## src/rtl/ddr2_emr_guard_pkg.sv

```systemverilog
package ddr2_emr_guard_pkg;

  localparam int MODE_W = 14;

  // operand bit positions, fixed by the memory's mode decode
  localparam int BIT_DLL_OFF   = 0;
  localparam int BIT_DRV_HALF  = 1;
  localparam int BIT_TERM_LO   = 2;
  localparam int BIT_TERM_HI   = 6;
  localparam int BIT_STROBE_SE = 10;
  localparam int BIT_RSTROBE   = 11;
  localparam int BIT_OUT_OFF   = 12;

  // DLL disabled, all else default
  localparam logic [MODE_W-1:0] MODE_RESET = MODE_W'(1);

  typedef enum logic [2:0] {
    OP_NOP       = 3'd0,
    OP_LOAD_EMR  = 3'd1,
    OP_DLL_RESET = 3'd2,
    OP_READ      = 3'd3,
    OP_SR_ENTER  = 3'd4,
    OP_SR_EXIT   = 3'd5
  } cmd_op_e;

  typedef enum logic [1:0] {
    TERM_OFF = 2'd0,
    TERM_75  = 2'd1,
    TERM_150 = 2'd2,
    TERM_50  = 2'd3
  } term_e;

endpackage

```

## src/rtl/emr_shadow.sv

```systemverilog
module emr_shadow
  import ddr2_emr_guard_pkg::*;
(
  input  logic              clk,
  input  logic              rst,
  input  logic              load_i,
  input  logic [MODE_W-1:0] mode_i,
  output logic              dll_on_o,
  output term_e             term_o,
  output logic              out_en_o,
  output logic              drv_half_o,
  output logic              strobe_n_en_o,
  output logic              rstrobe_n_en_o
);

  logic [MODE_W-1:0] mode_q;

  always_ff @(posedge clk) begin
    if (rst)         mode_q <= MODE_RESET;
    else if (load_i) mode_q <= mode_i;
  end

  always_comb begin
    dll_on_o       = ~mode_q[BIT_DLL_OFF];
    term_o         = term_e'({mode_q[BIT_TERM_HI], mode_q[BIT_TERM_LO]});
    out_en_o       = ~mode_q[BIT_OUT_OFF];
    drv_half_o     = mode_q[BIT_DRV_HALF];
    strobe_n_en_o  = ~mode_q[BIT_STROBE_SE];
    rstrobe_n_en_o = mode_q[BIT_RSTROBE] & ~mode_q[BIT_STROBE_SE];
  end

endmodule

```

## src/rtl/dll_lock_timer.sv

```systemverilog
module dll_lock_timer #(
  parameter int LOCK_CYCLES = 200
) (
  input  logic clk,
  input  logic rst,
  input  logic start_i,
  input  logic abort_i,
  output logic ready_o
);

  localparam int CW = $clog2(LOCK_CYCLES + 1);

  logic [CW-1:0] cnt_q;

  always_ff @(posedge clk) begin
    if (rst || abort_i) begin
      cnt_q   <= '0;
      ready_o <= 1'b0;
    end else if (start_i) begin
      cnt_q   <= CW'(LOCK_CYCLES);
      ready_o <= 1'b0;
    end else if (cnt_q != '0) begin
      cnt_q <= cnt_q - CW'(1);
      if (cnt_q == CW'(1)) ready_o <= 1'b1;
    end
  end

endmodule

```

## src/rtl/odt_gate.sv

```systemverilog
module odt_gate #(
  parameter int WAIT_CYCLES = 8
) (
  input  logic clk,
  input  logic rst,
  input  logic arm_i,
  input  logic allow_i,
  input  logic req_i,
  output logic pin_o
);

  localparam int HW = $clog2(WAIT_CYCLES + 1);

  logic [HW-1:0] hold_q;
  logic [HW-1:0] hold_d;

  always_comb begin
    if (arm_i)              hold_d = HW'(WAIT_CYCLES);
    else if (hold_q != '0)  hold_d = hold_q - HW'(1);
    else                    hold_d = '0;
  end

  always_ff @(posedge clk) begin
    if (rst) begin
      hold_q <= '0;
      pin_o  <= 1'b0;
    end else begin
      hold_q <= hold_d;
      pin_o  <= req_i & allow_i & (hold_d == '0);
    end
  end

endmodule

```

## src/rtl/ddr2_emr_guard.sv

```systemverilog
module ddr2_emr_guard
  import ddr2_emr_guard_pkg::*;
#(
  parameter int LOCK_CYCLES = 200,
  parameter int ODT_WAIT    = 8
) (
  input  logic              clk,
  input  logic              rst,
  input  logic              cmd_valid,
  input  logic [2:0]        cmd_op,
  input  logic [MODE_W-1:0] cmd_operand,
  input  logic              odt_req,
  output logic              read_ok,
  output logic              read_issue,
  output logic              read_violation,
  output logic              odt_pin,
  output logic              out_enable,
  output logic              drive_reduced,
  output logic [1:0]        rtt_code,
  output logic              dqs_n_en,
  output logic              rdqs_n_en
);

  cmd_op_e op;
  logic    is_load, is_dll_rst, is_read, is_sr_in, is_sr_out;
  logic    dll_on, sr_q, sr_d, term_on_d, lock_start, lock_abort;
  term_e   term;

  always_comb begin
    op         = cmd_op_e'(cmd_op);
    is_load    = cmd_valid && op == OP_LOAD_EMR;
    is_dll_rst = cmd_valid && op == OP_DLL_RESET;
    is_read    = cmd_valid && op == OP_READ;
    is_sr_in   = cmd_valid && op == OP_SR_ENTER;
    is_sr_out  = cmd_valid && op == OP_SR_EXIT;
  end

  emr_shadow u_shadow (
    .clk            (clk),
    .rst            (rst),
    .load_i         (is_load),
    .mode_i         (cmd_operand),
    .dll_on_o       (dll_on),
    .term_o         (term),
    .out_en_o       (out_enable),
    .drv_half_o     (drive_reduced),
    .strobe_n_en_o  (dqs_n_en),
    .rstrobe_n_en_o (rdqs_n_en)
  );

  assign rtt_code = term;

  // self-refresh state
  always_comb begin
    if (is_sr_in)       sr_d = 1'b1;
    else if (is_sr_out) sr_d = 1'b0;
    else                sr_d = sr_q;
  end

  always_ff @(posedge clk) begin
    if (rst) sr_q <= 1'b0;
    else     sr_q <= sr_d;
  end

  // DLL lock window
  assign lock_start = (is_dll_rst && dll_on && !sr_q) ||
                      (is_sr_out && sr_q && dll_on);
  assign lock_abort = (is_load && cmd_operand[BIT_DLL_OFF]) || is_sr_in;

  dll_lock_timer #(.LOCK_CYCLES(LOCK_CYCLES)) u_lock (
    .clk     (clk),
    .rst     (rst),
    .start_i (lock_start),
    .abort_i (lock_abort),
    .ready_o (read_ok)
  );

  always_ff @(posedge clk) begin
    if (rst) begin
      read_issue     <= 1'b0;
      read_violation <= 1'b0;
    end else begin
      read_issue     <= is_read && read_ok;
      read_violation <= is_read && !read_ok;
    end
  end

  // termination gating
  assign term_on_d = is_load ? ({cmd_operand[BIT_TERM_HI], cmd_operand[BIT_TERM_LO]} != 2'b00)
                             : (term != TERM_OFF);

  odt_gate #(.WAIT_CYCLES(ODT_WAIT)) u_odt (
    .clk     (clk),
    .rst     (rst),
    .arm_i   (is_load && term_on_d),
    .allow_i (term_on_d && !sr_d),
    .req_i   (odt_req),
    .pin_o   (odt_pin)
  );

endmodule

```

## config.mk

```make
export PLATFORM = sky130hd
export DESIGN_NAME = ddr2_emr_guard
export DESIGN_NICKNAME = d
export VERILOG_FILES = /design/src/rtl/ddr2_emr_guard_pkg.sv /design/src/rtl/emr_shadow.sv /design/src/rtl/dll_lock_timer.sv /design/src/rtl/odt_gate.sv /design/src/rtl/ddr2_emr_guard.sv
export SDC_FILE = /design/constraint.sdc
export NUM_CORES = 1
export LEC_CHECK = 0
export ABC_AREA = 0
export BUFFER_PORTS_ARGS = -buffer_cell sky130_fd_sc_hd__buf_2
export CAP_MARGIN = 20
export CORE_ASPECT_RATIO = 0.7
export CORE_UTILIZATION = 40
export CTS_BUF_LIST = sky130_fd_sc_hd__clkbuf_4 sky130_fd_sc_hd__clkbuf_8
export DETAILED_ROUTE_END_ITERATION = 10
export PLACE_DENSITY = 0.59
export SLEW_MARGIN = 0
export SYNTH_ARGS = -nofsm -noshare
export SYNTH_HDL_FRONTEND = slang
export SYNTH_HIERARCHICAL = 1
export SYNTH_SLANG_ARGS = --single-unit
export TNS_END_PERCENT = 20
```

## constraint.sdc

```tcl
create_clock -name clk -period 1.82 [get_ports clk]
set_clock_uncertainty 0.15 [all_clocks]
set_input_delay 0.364 -clock clk [delete_from_list [all_inputs] [get_ports clk]]
set_output_delay 0.364 -clock clk [all_outputs]
set_load 0.03 [all_outputs]
```

==> reports/qor.txt, run 1 <==
Status -> finished clean
Vias in the first global route -> 842
Syn. warnings -> 6
Share of cells above drive strength 1 -> 30.7%
Diode count -> 0
H-tree depth -> 1
Relative slew slack -> 77.8%
Synthesized netlist cell count -> 124
Final setup violation count -> 0
Hold Slack -> 0.188 ns
Num ports -> 31
Wirelength per Cell -> 12.3 um
Post-synthesis cell area -> 0.00120 sq mm
Port bufs -> 23
CTS tree -> done
Share of the synthesized area in the top cell type -> 40.0%
Ys flop type -> dfxtp_1
Via density per instance -> 5.11
Power Dens Cells -> 1470 mW/mm^2
Width of the die -> 67.5 um
Antenna viol nets, final -> 0
Clk slew on worst S/H paths -> 0.08 ns
Initial Util -> 42.6%
Ys async rst share -> 0%
Router iterations before antenna repair -> 6
Crit. End Element -> flop
Hold violation total from the final report -> 0
Largest net degree at the start of global routing -> 15
Row cnt -> 16
CORE AREA -> 0.00282 sq mm
Fin area -> 0.00144 sq mm
Root Buffer -> clkbuf_8
Die span in y -> 47.8 um
F_max -> 593 MHz
Cell type with the largest total area after synthesis -> dfxtp_1
PnR worst setup slack -> 0.133 ns
Initial antenna violation count -> 0
Most frequent cells after synthesis -> 24 x dfxtp_1, 15 x nor2_1, 9 x inv_1
Crit Path Class -> flop to flop
DP Wirelength -> 1.77 mm
Tmin final -> 1.69 ns
Worst path max stage delay -> 0.56 ns
GRT Total Usage -> 16.1%
Cts hold-fix bufs -> 0
Seq/Total Area, Yosys -> 40.0%
Clock latency on the worst-skew pair -> 0.26 ns
Util after Layout -> 50.9%
Postcts setup bufs -> 0
Vias after detailed routing -> 965
Max FO, Critical Path -> 6
Fin Setup TNS -> 0 ns
Syn avg cell area -> 9.69 sq um
Number of enable flip-flop cells after synthesis -> 0
Final Net Count -> 180
Layout area overhead -> 19.6%
Critical Path Start Type -> flop
Crit path DAT -> 1.72 ns
Critical Path RT -> 1.86 ns
Distinct cells, synth -> 43
CP max-delay cell -> or4_4
Max-Cap Viols -> 0
Max clock buf depth -> 2
CTS buffer count -> 3
DRT iter0 DRCs -> 38
TritonCTS Sinks -> 24
Area contributors post-synth -> dfxtp_1 40%, mux2i_1 5.8%, ha_1 5.2%
Max VDD drop -> 0.487 mV
DP Worst Slack -> 0.0689 ns
Hold Path Class -> input pin to flop
DP Area -> 0.00138 sq mm
LEAKAGE -> 0.601 nW
First-pass GRT wire length -> 3.77 mm
Post-Syn Nets -> 150
Most common cell in the netlist -> dfxtp_1
RSZ-0062 raised after global routing -> no
Final WL -> 2.32 mm
Final Max Tran Viols -> 0
Residual DRC -> 0
Placer Congestion -> 0.743
Final Cycle Share -> 92.7%
Die area -> 0.00323 sq mm
Grt total ovfl -> 0
Slew @ Worst Pin -> 0.332 ns
Flops & latches, synth -> 24
CP Cell Sequence -> or4_4 > or3_1 > a211oi_2
-- state kept, by name (all words and copies together), names as in the netlist --
name             cells
u_lock/cnt_q         8
read_issue           1
u_lock/ready_o       1
u_odt/hold_q         4
read_violation       1
u_shadow/mode_q      7
sr_q                 1
u_odt/pin_o          1
-- what timing repair did --
item                                    4_1_cts  5_1_grt
endpoints found under the setup margin        0        1
endpoints found under the hold margin         0        0
resized for setup                             0        1
-- path summary, 6_finish.rpt --
check	start	endpoint	slack [ns]	cells after the start
min	cmd_operand[11]	u_shadow/mode_q[11]	0.19	3
max reg2reg	u_lock/cnt_q[2]	u_lock/cnt_q[5]	0.13	3
max	u_lock/cnt_q[2]	u_lock/cnt_q[5]	0.13	3
min reg2reg	u_odt/hold_q[0]	u_odt/hold_q[0]	0.33	1
-- layout make-up --
type	instances	area (sq um)
fill	275	1390
multi-input combinational	87	662
sequential	24	480
timing repair buffer	29	160
clock buffer	4	55.1
tap	36	45.0
inverter	9	33.8
-- power breakdown --
part	internal [mW]	switching, mW	total, mW
Sequential	0.656	0.136	0.792
Clock	0.193	0.159	0.352
Combinational	0.495	0.474	0.969
-- layout by cell type, fill, tap and decap left out, types with 2 or more instances in the layout --
| cell type | instances |
|---|---|
| nor3_1 | 6 |
| nor4_1 | 3 |
| nor3b_1 | 2 |
| dfxtp_1 | 24 |
| xnor2_1 | 3 |
| ha_1 | 5 |
| mux2i_1 | 7 |
| clkbuf_8 | 4 |
| a211oi_2 | 2 |
| nand3b_1 | 2 |
| or4_4 | 2 |
| nor3b_2 | 2 |
| inv_1 | 9 |
| o31a_1 | 2 |
| or3_1 | 3 |
| nor2_1 | 15 |
| nor2b_1 | 2 |
| a21oi_1 | 4 |
| nand2_1 | 3 |
| buf_4 | 6 |
| nand4b_1 | 3 |
| buf_2 | 23 |
-- critical path: cells and delay by family (launching register included) --
family           cells  cell delay, ns
AO/OA/AOI/OAI        1            0.21
AND/OR/NAND/NOR      2            0.89
flip-flops           1            0.37
-- metrics by stage --
stage | total power, mW | cells
5_1_grt | 2.28 | 189
3_5_place_dp | 1.75 | 185
4_1_cts | 2.12 | 189
3_3_place_gp | 1.72 | 185
6_report | 2.11 | 189
2_1_floorplan | 1.50 | 124
-- layer usage --
metal	GRT usage, %	up-vias	share of wire, %
met3	6.19	2	5.4
li1	-	499	-
met4	3.83	0	0.34
met1	22.0	442	53
met5	0	-	0
met2	23.8	22	41
-- kinds of logic after synthesis --
logic type	synth area share, %
buffers and inverters	5.31
AND/OR/NAND/NOR	27.2
adder cells (fa/ha/maj)	5.21
multiplexers	8.02
XOR/XNOR	2.19
AO/OA/AOI/OAI	12.1
flip-flops	40.0
(Power assumes the default switching activity.)
==> inputs of run 2 (changes only) <==
- CORE_ASPECT_RATIO: 0.7 -> 0.9
- CORE_MARGIN: default -> 3
- clock period: 1.82 -> 1.61 ns (I/O delays scaled with it)
==> reports/qor.txt, run 2 (same netlist as run 1, synthesis figures left out) <==
Status -> finished clean
Clock share of power -> 12.4% (-4.3 points)
Cell depth of the worst min-delay path -> 3 (unchanged)
Net Sw Frac -> 36.6% (+0.23 points)
Critical Path Start Type -> flop
Most crowded layer after global routing -> met2
Critical Path RT -> 1.67 ns (-0.19 ns)
Fin Setup TNS -> 0 ns (unchanged)
Combinational Power Share -> 52.3% (+6.4 points)
Max clock buf depth -> 2 (unchanged)
Width of the die -> 63.8 um (-5.5%)
Crit. End Element -> flop
Hold violation total from the final report -> 0 (unchanged)
Final WL -> 2.44 mm (+5.0%)
Grt total ovfl -> 0 (unchanged)
Largest register FFs -> 8 (unchanged)
Hold path start -> cmd_operand[12]
R2r startpoint -> u_lock/cnt_q[2]
Reg-to-reg slack, setup -> 0.004 ns (-0.13 ns)
CP max-delay cell -> or4_4
DP Wirelength -> 1.85 mm (+4.1%)
TritonCTS Sinks -> 24 (unchanged)
H-tree depth -> 1 (unchanged)
Residual DRC -> 0 (unchanged)
Initial antenna violation count -> 0 (unchanged)
Die area -> 0.00370 sq mm (+14%)
CTS buffer count -> 3 (unchanged)
Die span in y -> 58.0 um (+21%)
RSZ-0062 raised after global routing -> yes
F_max -> 623 MHz (+5.0%)
Worst r2r dst -> u_lock/cnt_q[7]
Num ports -> 31 (unchanged)
Router iterations before antenna repair -> 4 (-2)
PnR worst setup slack -> 0.00419 ns (-0.129 ns)
Switching power -> 0.924 mW (+20%)
Slew @ Worst Pin -> 0.280 ns (-0.0521 ns)
Relative slew slack -> 81.3% (+3.5 points)
Wirelength per Cell -> 12.0 um (-2.2%)
GRT Total Usage -> 14.9% (-1.2 points)
First-pass GRT wire length -> 4.44 mm (+18%)
Layout area overhead -> 27.8%
Met3 Resource Use GR -> 2.33% (-3.9 points)
Commonest cells after routing, fill and taps aside -> 23 x buf_2, 20 x dfxtp_1, 16 x buf_4
Max FO, Critical Path -> 4 (-2)
Diode count -> 0 (unchanged)
Met1 usage -> 21.0% (-0.95 points)
Largest delay share family, worst path -> simple AND/OR/NAND/NOR gates
LEAKAGE -> 0.652 nW (+8.6%)
Crit Path Class -> flop to flop
Share of cells above drive strength 1 -> 41.1% (+10 points)
Via density per instance -> 4.93 (-3.5%)
Postcts setup bufs -> 0 (unchanged)
Row cnt -> 18 (+2)
Top reg by flops -> u_lock/cnt_q
CP Cell Sequence -> or4_4 > o21a_1 > o31a_1
Total power -> 2.52 mW (+19%)
Largest net degree at the start of global routing -> 15 (unchanged)
DRT iter0 DRCs -> 26 (-32%)
Hold EP -> u_shadow/mode_q[12]
Final setup violation count -> 0 (unchanged)
Registers with the most flip-flops -> u_lock/cnt_q: 8 flops, u_shadow/mode_q: 7 flops, u_odt/hold_q: 4 flops
Root Buffer -> clkbuf_4
GRT met2 Usage -> 24.4% (+0.64 points)
Vias after detailed routing -> 1000 (+3.6%)
Placer Congestion -> 0.757 (+1.8%)
Crit path DAT -> 1.66 ns (-0.06 ns)
DP Worst Slack -> -0.0449 ns (-0.114 ns)
Port bufs -> 23 (unchanged)
Final Net Count -> 190 (+5.6%)
Util after Layout -> 54.5% (+3.6 points)
CTS tree -> done
Vias in the first global route -> 1001 (+19%)
Commonest non-fill, non-tap cell in the layout -> buf_2
Fill count -> 265 (-3.6%)
Tmin final -> 1.61 ns (-0.0807 ns)
Hold Path Class -> input pin to flop
Clk slew on worst S/H paths -> 0.13 ns (+0.05 ns)
CORE AREA -> 0.00282 sq mm (-0.27%)
Max VDD drop -> 0.931 mV (+91%)
Cell count along the critical path -> 3 (unchanged)
FF-to-FF path depth -> 3 (unchanged)
Final Max Tran Viols -> 0 (unchanged)
Final Cycle Share -> 99.7% (+7.1 points)
Cts hold-fix bufs -> 0 (unchanged)
Int Pwr -> 1.60 mW (+19%)
Worst path max stage delay -> 0.58 ns (+0.02 ns)
Reg power frac -> 35.4% (-2.1 points)
Max-Cap Viols -> 0 (unchanged)
Clock latency on the worst-skew pair -> 0.30 ns (+0.04 ns)
Antenna viol nets, final -> 0 (unchanged)
Initial Util -> 42.7% (+0.11 points)
Critical path buffers and inverters -> 0 (unchanged)
Power Dens Cells -> 1640 mW/mm^2 (+12%)
## run 2: worst max path at each step
stage / from / end / slack, ns
floorplan: u_lock/cnt_q[2] / u_lock/cnt_q[5] / -0.008
global route: u_lock/cnt_q[2] / u_lock/cnt_q[7] / -0.04
detailed placement: cmd_op[2] / u_lock/cnt_q[5] / -0.04
global placement: cmd_op[2] / u_lock/cnt_q[5] / -0.03
finish: u_lock/cnt_q[2] / u_lock/cnt_q[7] / 0.004
CTS: u_lock/cnt_q[2] / u_lock/cnt_q[5] / -0.04
## run 2: final cells by class
| type | instances | area (sq um) | share of cell area [%] |
|---|---|---|---|
| clock buffer | 4 | 36.3 | 2.36 |
| inverter | 9 | 33.8 | 2.20 |
| multi-input combinational | 87 | 694 | 45.2 |
| sequential | 24 | 485 | 31.6 |
| tap | 40 | 50.0 | 3.26 |
| timing repair buffer | 39 | 235 | 15.3 |
## run 2: per-layer routing
metal	up-vias	routed length (um)
met2	13	1110
met3	2	69
met4	0	21
met1	468	1240
li1	517	-
met5	-	0
## run 2: worst register-to-register path: stages, from the launching register on
cell,delay [ns]
dfxtp_2,0.36
or4_4,0.58
o21a_1,0.20
o31a_1,0.23
## run 2: what timing repair did
| action | CTS | global route |
|---|---|---|
| gates resized for setup | 2 | 8 |
| pin swaps | 0 | 1 |
| endpoints found under the setup margin | 3 | 8 |
## run 2: through the flow
| step | hold WS, ns | std cells | instance area (sq um) |
|---|---|---|---|
| after floorplan | 0.244 | 124 | 1210 |
| after global placement | 0.291 | 199 | 1460 |
| after detailed placement | 0.323 | 199 | 1460 |
| after CTS | 0.0889 | 203 | 1510 |
| after global routing | 0.0823 | 203 | 1540 |
| final | 0.0973 | 203 | 1540 |
## run 2: power groups by stage
stage	logic [mW]	clock network, mW	registers (mW)
after CTS	1.27	0.329	0.878
after global placement	1.22	0	0.884
after detailed placement	1.25	0	0.887
after floorplan	0.821	0	0.884
after global routing	1.47	0.350	0.927
final	1.32	0.312	0.892
